**config.mk**
```make
export PLATFORM = sky130hd
export DESIGN_NAME = pcu_top
export DESIGN_NICKNAME = d
export VERILOG_FILES = /design/src/rtl/pcu_pkg.sv /design/src/rtl/pcu_decide.sv /design/src/rtl/pcu_target.sv /design/src/rtl/pcu_top.sv
export SDC_FILE = /design/constraint.sdc
export NUM_CORES = 1
export LEC_CHECK = 0
export ABC_AREA = 1
export BUFFER_PORTS_ARGS = -buffer_cell sky130_fd_sc_hd__buf_4
export CAP_MARGIN = 20
export CORE_ASPECT_RATIO = 0.8
export CORE_MARGIN = 1.5
export CORE_UTILIZATION = 50
export CTS_BUF_LIST = sky130_fd_sc_hd__clkbuf_8 sky130_fd_sc_hd__clkbuf_16
export CTS_CLUSTER_DIAMETER = 150
export DETAILED_ROUTE_END_ITERATION = 16
export GPL_TIMING_DRIVEN = 1
export PLACE_DENSITY = 0.73
export SYNTH_ARGS = -nofsm -noshare
export SYNTH_HDL_FRONTEND = slang
export SYNTH_HIERARCHICAL = 1
export SYNTH_SLANG_ARGS = --single-unit
```
**constraint.sdc**
```tcl
create_clock -name clk -period 3.1 [get_ports clk]
set_input_delay 0.155 -clock clk [delete_from_list [all_inputs] [get_ports clk]]
set_output_delay 0.155 -clock clk [all_outputs]
set_load 0.01 [all_outputs]
```
**src/rtl/pcu_pkg.sv**
```systemverilog
package pcu_pkg;

    // Decoded control-flow kind; the code values are part of the port contract.
    typedef enum logic [2:0] {
        FK_SEQ       = 3'd0,
        FK_BR_ZERO   = 3'd1,
        FK_BR_NZERO  = 3'd2,
        FK_JREL      = 3'd3,
        FK_JREL_LINK = 3'd4,
        FK_JREG      = 3'd5,
        FK_JREG_LINK = 3'd6,
        FK_RSVD      = 3'd7
    } flow_kind_e;

    // Which source the next PC comes from.
    typedef enum logic [1:0] {
        SRC_SEQ = 2'd0,
        SRC_BR  = 2'd1,
        SRC_JMP = 2'd2,
        SRC_REG = 2'd3
    } pc_src_e;

endpackage

```
**src/rtl/pcu_decide.sv**
```systemverilog
module pcu_decide
    import pcu_pkg::*;
#(
    parameter int DATA_W = 32
) (
    input  logic [2:0]        kind_i,
    input  logic [DATA_W-1:0] rs_val_i,
    output pc_src_e           src_o,
    output logic              link_o
);

    logic      rs_zero;
    flow_kind_e kind;

    assign kind    = flow_kind_e'(kind_i);
    assign rs_zero = (rs_val_i == '0);

    always_comb begin
        src_o  = SRC_SEQ;
        link_o = 1'b0;
        case (kind)
            FK_SEQ:       src_o = SRC_SEQ;
            FK_BR_ZERO:   src_o = rs_zero ? SRC_BR : SRC_SEQ;
            FK_BR_NZERO:  src_o = rs_zero ? SRC_SEQ : SRC_BR;
            FK_JREL:      src_o = SRC_JMP;
            FK_JREL_LINK: begin
                src_o  = SRC_JMP;
                link_o = 1'b1;
            end
            FK_JREG:      src_o = SRC_REG;
            FK_JREG_LINK: begin
                src_o  = SRC_REG;
                link_o = 1'b1;
            end
            FK_RSVD:      src_o = SRC_SEQ;
            default:      src_o = SRC_SEQ;
        endcase
    end

endmodule

```
**src/rtl/pcu_target.sv**
```systemverilog
module pcu_target #(
    parameter int ADDR_W = 32,
    parameter int BOFS_W = 16,
    parameter int JOFS_W = 26,
    parameter int STEP   = 4
) (
    input  logic [ADDR_W-1:0] pc_i,
    input  logic [BOFS_W-1:0] br_ofs_i,
    input  logic [JOFS_W-1:0] jmp_ofs_i,
    output logic [ADDR_W-1:0] seq_o,
    output logic [ADDR_W-1:0] br_tgt_o,
    output logic [ADDR_W-1:0] jmp_tgt_o
);

    localparam logic [ADDR_W-1:0] STEP_V = ADDR_W'(STEP);

    logic [ADDR_W-1:0] br_ext;
    logic [ADDR_W-1:0] jmp_ext;

    // Sign-extend each offset, or keep its low bits if the offset is as wide as an address.
    generate
        if (ADDR_W > BOFS_W) begin : g_br_ext
            assign br_ext = {{(ADDR_W-BOFS_W){br_ofs_i[BOFS_W-1]}}, br_ofs_i};
        end else begin : g_br_trunc
            assign br_ext = br_ofs_i[ADDR_W-1:0];
        end
        if (ADDR_W > JOFS_W) begin : g_j_ext
            assign jmp_ext = {{(ADDR_W-JOFS_W){jmp_ofs_i[JOFS_W-1]}}, jmp_ofs_i};
        end else begin : g_j_trunc
            assign jmp_ext = jmp_ofs_i[ADDR_W-1:0];
        end
    endgenerate

    // Relative targets are measured from the following instruction.
    assign seq_o     = pc_i + STEP_V;
    assign br_tgt_o  = seq_o + br_ext;
    assign jmp_tgt_o = seq_o + jmp_ext;

endmodule

```
**src/rtl/pcu_top.sv**
```systemverilog
module pcu_top
    import pcu_pkg::*;
#(
    parameter int ADDR_W = 32,
    parameter int BOFS_W = 16,
    parameter int JOFS_W = 26,
    parameter int STEP   = 4
) (
    input  logic              clk,
    input  logic              rst,
    input  logic              adv_i,
    input  logic [2:0]        kind_i,
    input  logic [ADDR_W-1:0] rs_val_i,
    input  logic [BOFS_W-1:0] br_ofs_i,
    input  logic [JOFS_W-1:0] jmp_ofs_i,
    output logic [ADDR_W-1:0] pc_o,
    output logic [ADDR_W-1:0] link_val_o,
    output logic              link_we_o
);

    localparam logic [ADDR_W-1:0] STEP_V = ADDR_W'(STEP);

    typedef struct packed {
        logic [ADDR_W-1:0] pc;
    } pcu_state_t;

    pcu_state_t        st_d, st_q;
    pc_src_e           src;
    logic              link;
    logic [ADDR_W-1:0] seq_pc, br_pc, jmp_pc;

    pcu_decide #(
        .DATA_W (ADDR_W)
    ) u_decide (
        .kind_i   (kind_i),
        .rs_val_i (rs_val_i),
        .src_o    (src),
        .link_o   (link)
    );

    pcu_target #(
        .ADDR_W (ADDR_W),
        .BOFS_W (BOFS_W),
        .JOFS_W (JOFS_W),
        .STEP   (STEP)
    ) u_target (
        .pc_i      (st_q.pc),
        .br_ofs_i  (br_ofs_i),
        .jmp_ofs_i (jmp_ofs_i),
        .seq_o     (seq_pc),
        .br_tgt_o  (br_pc),
        .jmp_tgt_o (jmp_pc)
    );

    always_comb begin
        st_d = st_q;
        if (rst) begin
            st_d.pc = '0;
        end else if (adv_i) begin
            case (src)
                SRC_SEQ: st_d.pc = seq_pc;
                SRC_BR:  st_d.pc = br_pc;
                SRC_JMP: st_d.pc = jmp_pc;
                SRC_REG: st_d.pc = rs_val_i;
                default: st_d.pc = seq_pc;
            endcase
        end
    end

    always_ff @(posedge clk) begin
        st_q <= st_d;
    end

    assign pc_o       = st_q.pc;
    assign link_val_o = seq_pc;
    assign link_we_o  = adv_i && link && !rst;

    AST_HOLD_IDLE: assert property (@(posedge clk) disable iff (rst)
        !adv_i |=> $stable(pc_o));
    AST_SEQ_STEP: assert property (@(posedge clk) disable iff (rst)
        (adv_i && (kind_i == 3'd0)) |=> (pc_o == $past(pc_o) + STEP_V));
    AST_REG_JUMP: assert property (@(posedge clk) disable iff (rst)
        (adv_i && (kind_i == 3'd5 || kind_i == 3'd6)) |=> (pc_o == $past(rs_val_i)));
    AST_LINK_NEEDS_ADV: assert property (@(posedge clk) disable iff (rst)
        link_we_o |-> adv_i);
    AST_NO_LINK_PLAIN: assert property (@(posedge clk) disable iff (rst)
        (kind_i == 3'd1 || kind_i == 3'd2 || kind_i == 3'd3) |-> !link_we_o);
    AST_BRZ_FALL: assert property (@(posedge clk) disable iff (rst)
        (adv_i && kind_i == 3'd1 && rs_val_i != '0) |=> (pc_o == $past(pc_o) + STEP_V));

endmodule

```
# [Word level (Yosys, flattened, before mapping)]
# Index checks and enable logic that the tools add are counted.
[classes] muxes=5 n_eq_ne=10 reduce_logical=10 n_addsub=3
[op_table] op="32-bit one-hot mux with 4 select lines" count=1
[op_table] op="32-bit adder" count=2
[op_table] op="32-bit by 3-bit adder with 32-bit output (second input constant)" count=1
[op_table] op="32-bit zero test" count=1
[op_table] op="3-bit equality test (second input constant)" count=4
[op_table] op="2-bit one-hot mux with 5 select lines" count=1
[op_table] op="2-bit OR reduction" count=4
[op_table] op="3-bit by 2-bit equality test with 1-bit output (second input constant)" count=2
[op_table] op="2-bit equality test (second input constant)" count=2
[op_table] op="3-bit by 1-bit equality test with 1-bit output (second input constant)" count=1
[op_table] op="3-bit zero test" count=1
[op_table] op="1-bit two-way mux" count=3
[op_table] op="2-bit by 1-bit equality test with 1-bit output (second input constant)" count=1
[op_table] op="1-bit logical AND" count=2
[op_table] op="2-bit zero test" count=1
[op_table] op="1-bit zero test" count=1
[totals] reg_bits=32 output_inout_bits=65 inputBits=80 elab_cells=29

# [Depth between registers and ports, before layout]
[depth] ltp_word=5 mapped_depth=25 mapped_depth_nobuf=25

# [Modules after synthesis]
# Netlist, hierarchy kept.
[modules_own_cells] mod="pcu_target" seq_area_each_um2=0.0 instances=1 area_each_um2=5434.0 cells_each=1100
[modules_own_cells] mod="pcu_top" seq_area_each_um2=640.6 instances=1 area_each_um2=2224.6 cells_each=357
[modules_own_cells] mod="pcu_decide" seq_area_each_um2=0.0 instances=1 area_each_um2=188.9 cells_each=47

# [Worst setup path before layout]
# OpenSTA, ideal clock, no wires.
[synth_path] kind="register to register" start="reg st_q, in the netlist pc_o[2]" end="reg st_q, in the netlist pc_o[31]" required_ps=2968 setup_time_ps=132 path_buffers=0 setup_slack_ps=45 arrival_ps=2922 stages_incl_launch_ff=24 period_less_slack_ps=3055 path_cell_list="dfxtp_1 -> ha_1 -> inv_1 -> nor2_2 -> nand2_1 -> nor2_4 -> nand4_2 -> inv_2 -> nand2_1 -> xnor2_1 -> ha_1 -> a21o_1 -> nor2_1 -> nand2_1 -> inv_1 -> nand2_1 -> inv_1 -> nand2_1 -> nand2_1 -> nand2_1 -> o21bai_1 -> nand3_1 -> nand2_1 -> a21oi_1"
[synth_via] elab_chain_len=3 elab_cells_between_ends=4 cone_classes="3 x add/sub; 1 x mux"
[synth_lines] item="from (decl)" line="pcu_top.sv:27" text="pcu_state_t st_d, st_q;"
[synth_lines] item="from (signal assigned)" line="pcu_top.sv:71" text="st_q <= st_d;"
[synth_lines] item="32-bit by 3-bit adder with 32-bit output" line="pcu_target.sv:35" text="assign seq_o = pc_i + STEP_V;"
[synth_lines] item="via link_val_o[30]" line="pcu_top.sv:17" text="output logic [ADDR_W-1:0] link_val_o,"
[synth_lines] item="32-bit adder" line="pcu_target.sv:37" text="assign jmp_tgt_o = seq_o + jmp_ext;"
[synth_lines] item="via jmp_pc[31]" line="pcu_top.sv:30" text="logic [ADDR_W-1:0] seq_pc, br_pc, jmp_pc;"
[synth_lines] item="32-bit one-hot mux with 4 select lines" line="pcu_top.sv:60" text="case (src)"
# The timed path passes the listed nets, and every way through them passes these cells.
# A chain may end at the register's enable or synchronous reset.

# [Final worst setup path]
[layout_path] start="reg st_q, in the netlist pc_o[4]" end="reg st_q, in the netlist pc_o[28]"
[layout_via] elab_chain_len=3 elab_cells_between_ends=4 cone_classes="3 x add/sub; 1 x mux"
[layout_lines] item="32-bit by 3-bit adder with 32-bit output" line="pcu_target.sv:35"
[layout_lines] item="32-bit adder" line="pcu_target.sv:36" text="assign br_tgt_o = seq_o + br_ext;"
[layout_lines] item="via br_pc[28]" line="pcu_top.sv:30"
[layout_lines] item="32-bit one-hot mux with 4 select lines" line="pcu_top.sv:60"
# The timed path passes the listed nets, and every way through them passes these cells.

==> results.md <==
* MaxCap Viol Count at 0
* Setup violators final at 1
* CTS clk-pin slew, worst paths at roughly 0.05 ns
* Minimum clock period at 3.13 ns
* Clock Sinks at 32
* Pre-CTS worst setup slack at -0.132 ns
* Detail Route Antenna Nets at 0
* Post-synth EDFFs at 0
* Switching Share at 0.489
* Tot Pwr at around 3.5 mW
* Placed inst area at just under 0.01 mm2
* Crit-path max FO at 4
* Worst Hold Class: primary input to flop
* Slew @ Worst Pin at about 0.95 ns
* Failing checks: setup timing
* Crit. End Element: flop
* Crit path kind: flop to flop
* Vias/cell at 5.39
* Crit share post-route at 1.01
* Port bufs at approximately 140
* RSZ-0062 raised after global routing: true
* Post-Synthesis Cells at around 1,500
* Post-Syn Area at about 0.008 mm2
* Status: complete, but fails checks
* Die area at about 0.016 mm2
* Vias in the first global route at approximately 8,800
* Peak VDD IR at 0.207 mV
* Worst Skew at approximately 0.0054 ns
* DR vias at ~11,000
* Final instance area at 0.0109 mm2
* Warnings, synthesis at 6
* Filler instances at 1,350
* Sw Pwr at roughly 1.7 mW
* Placed Cells at 1,931
* Die H at 115 um
* Clk root buf: clkbuf_16
* Core area at ~0.015 mm2
* Antenna cell count at 0
* Seq/Total Area, Yosys at 0.0816
* TritonCTS clock tree: yes
* P&R area growth vs syn at 39.4%
* Largest net degree at the start of global routing at 57
* Post-Syn Nets at between 1,500 and 2,000
* Final Hold Fails at 0
* Dpl hpwl at roughly 25,000 um
* Relative max-transition margin at 0.365
* Critical path startpoint category: flop
* Slew Limit Fails at 0
* Comb power frac at 0.702
* CP arrival at 3.34 ns
* Fin cells at 1,952
* Internal Dissipation at about 1.8 mW
* Max reg flops at 32
* Iteration count of the initial detailed-routing pass at 8
* GP Congestion at 1.07
* Clock Power Share at 0.149
* I/O Pins at 145
* Gr ovfl total at 0
* Final WS setup at -0.0306 ns
* Syn Area/Cell at ~5.2 um2
* Worst skew pair latency at between 0.2 and 0.3 ns
* Starting Density at 0.517
* Drt first-iter violations at about 1,100
* First-pass GRT wire length at 45,100 um
* Sequential power share at 0.149
* Share of cells above drive strength 1 at 0.286
* # rows at 40
* Yosys reg bits at 32
* Max Clk Rate at approximately 320 MHz
* GRT Util Overall at 0.353
* Nets at around 1,900
* Pleak at about 6.1 nW
* DR WL/cell at about 16 um
* Post-Route WL at approximately 31,000 um
* Post-synthesis cell type count at 35
* CTS buffer count at 5
* Power per cell area at between 300 and 400 mW/mm2
* Max clock buf depth at 2
* Initial antenna violation count at 0
* Post-CTS Hold Fix Bufs at 0
* Worst endpoint required time at roughly 3.3 ns
* H-tree Lvls at 2
* # DRC at 0
* Die width at approximately 140 um
* Synth async-reset ratio at 0
* Ys flop type: dfxtp_1
==> kinds of logic after synthesis <==
kind of cell             count (synthesis)  synth area share
AO/OA/AOI/OAI                          159             0.118
flip-flops                              32            0.0816
adder cells (fa/ha/maj)                 70             0.114
buffers and inverters                  287             0.148
XOR/XNOR                                59            0.0658
AND/OR/NAND/NOR                        897             0.473
==> power groups by stage <==
stage / combinational [mW] / clock (mW) / sequential [mW]
2_1_floorplan: 1.23 / 0 / 0.533
3_3_place_gp: 2.08 / 0 / 0.508
3_5_place_dp: 2.09 / 0 / 0.509
4_1_cts: 2.13 / 0.514 / 0.504
5_1_grt: 2.62 / 0.527 / 0.519
6_report: 2.43 / 0.517 / 0.515
==> cells in the final DEF (no fill, tap or decap), types with 2 or more instances in the layout <==
| master | instances |
|---|---|
| dfxtp_1 | 13 |
| nand2_2 | 55 |
| a21oi_1 | 80 |
| xnor2_1 | 16 |
| ha_4 | 25 |
| a21oi_2 | 24 |
| nor3_1 | 3 |
| and3_1 | 3 |
| xor2_1 | 38 |
| nand3_2 | 10 |
| buf_4 | 260 |
| nand3b_1 | 2 |
| or2_1 | 3 |
| nor3_2 | 5 |
| o21ai_0 | 6 |
| nor2_2 | 38 |
| xnor2_2 | 2 |
| dfxtp_2 | 11 |
| xor2_2 | 3 |
| nand2_4 | 9 |
| nand4_1 | 8 |
| clkbuf_16 | 5 |
| a21o_1 | 8 |
| ha_2 | 7 |
| clkbuf_8 | 2 |
| inv_1 | 240 |
| nand2_1 | 522 |
| fa_1 | 2 |
| dfxtp_4 | 8 |
| inv_2 | 16 |
| ha_1 | 36 |
| nor2_4 | 12 |
| nor2_1 | 99 |
| nand3_1 | 125 |
| o21bai_1 | 38 |
==> worst paths after layout <==
kind | startpoint | to | slack [ns] | cells past startpoint
setup / recovery | pc_o[4] | pc_o[28] | -0.03 | 21
hold / removal | adv_i | pc_o[12] | 0.14 | 2
setup reg to reg | pc_o[4] | pc_o[28] | -0.03 | 21
hold reg to reg | pc_o[16] | pc_o[16] | 0.50 | 2
==> cell usage after synthesis, drive strengths merged (18+ instances only) <==
| master | n | area (um2) |
|---|---|---|
| dfxtp | 32 | 641 |
| inv | 256 | 961 |
| xor2 | 41 | 359 |
| nand2 | 586 | 2240 |
| buf | 24 | 173 |
| nor2 | 150 | 619 |
| o21bai | 38 | 285 |
| a21oi | 105 | 537 |
| xnor2 | 18 | 158 |
| nand3 | 135 | 696 |
| ha | 68 | 851 |
==> what timing repair did <==
action,in CTS,in global routing
gates resized for setup,26,205
setup endpoints to repair,8,22
setup buffers,1,13
pin swaps,3,58
==> worst max-delay path: stages, from the launching register on <==
cell	delay [ns]
dfxtp_4	0.36
nand2_1	0.09
nor2_4	0.11
nand2_4	0.10
nor2_8	0.12
nand2_4	0.08
nor2_4	0.17
nand3_2	0.12
xnor2_2	0.21
buf_4	0.16
ha_4	0.21
a21oi_2	0.17
nor2_1	0.07
nor2_1	0.20
nand2_1	0.11
a21oi_2	0.16
nand3_1	0.11
nand2_2	0.10
nand3_1	0.10
nand3_1	0.13
nand2_1	0.06
a21oi_1	0.11
==> final cells by class <==
type	count	area [um2]	area share
Sequential cell	32	684	0.0626
Clock buffer	7	153	0.0140
Inverter	257	966	0.0883
Tap cell	210	263	0.0240
Multi-Input combinational cell	1185	6900	0.631
Timing Repair Buffer	261	1970	0.180
==> through the flow <==
| stage | hold WS, ns | utilization | setup TNS (ns) |
|---|---|---|---|
| 2_1_floorplan | 0.393 | - | 0 |
| 3_3_place_gp | 0.431 | 0.646 | -0.0343 |
| 3_5_place_dp | 0.431 | 0.646 | -0.391 |
| 4_1_cts | 0.139 | 0.664 | -0.00722 |
| 5_1_grt | 0.143 | 0.722 | -0.875 |
| 6_report | 0.143 | 0.722 | -0.0306 |
==> routing by layer <==
layer,routed length (um),GRT usage
met5,0,0
met4,563,0.0708
met3,3410,0.0375
met2,13300,0.547
met1,13800,0.525
Power figures use the tool's default switching activity.
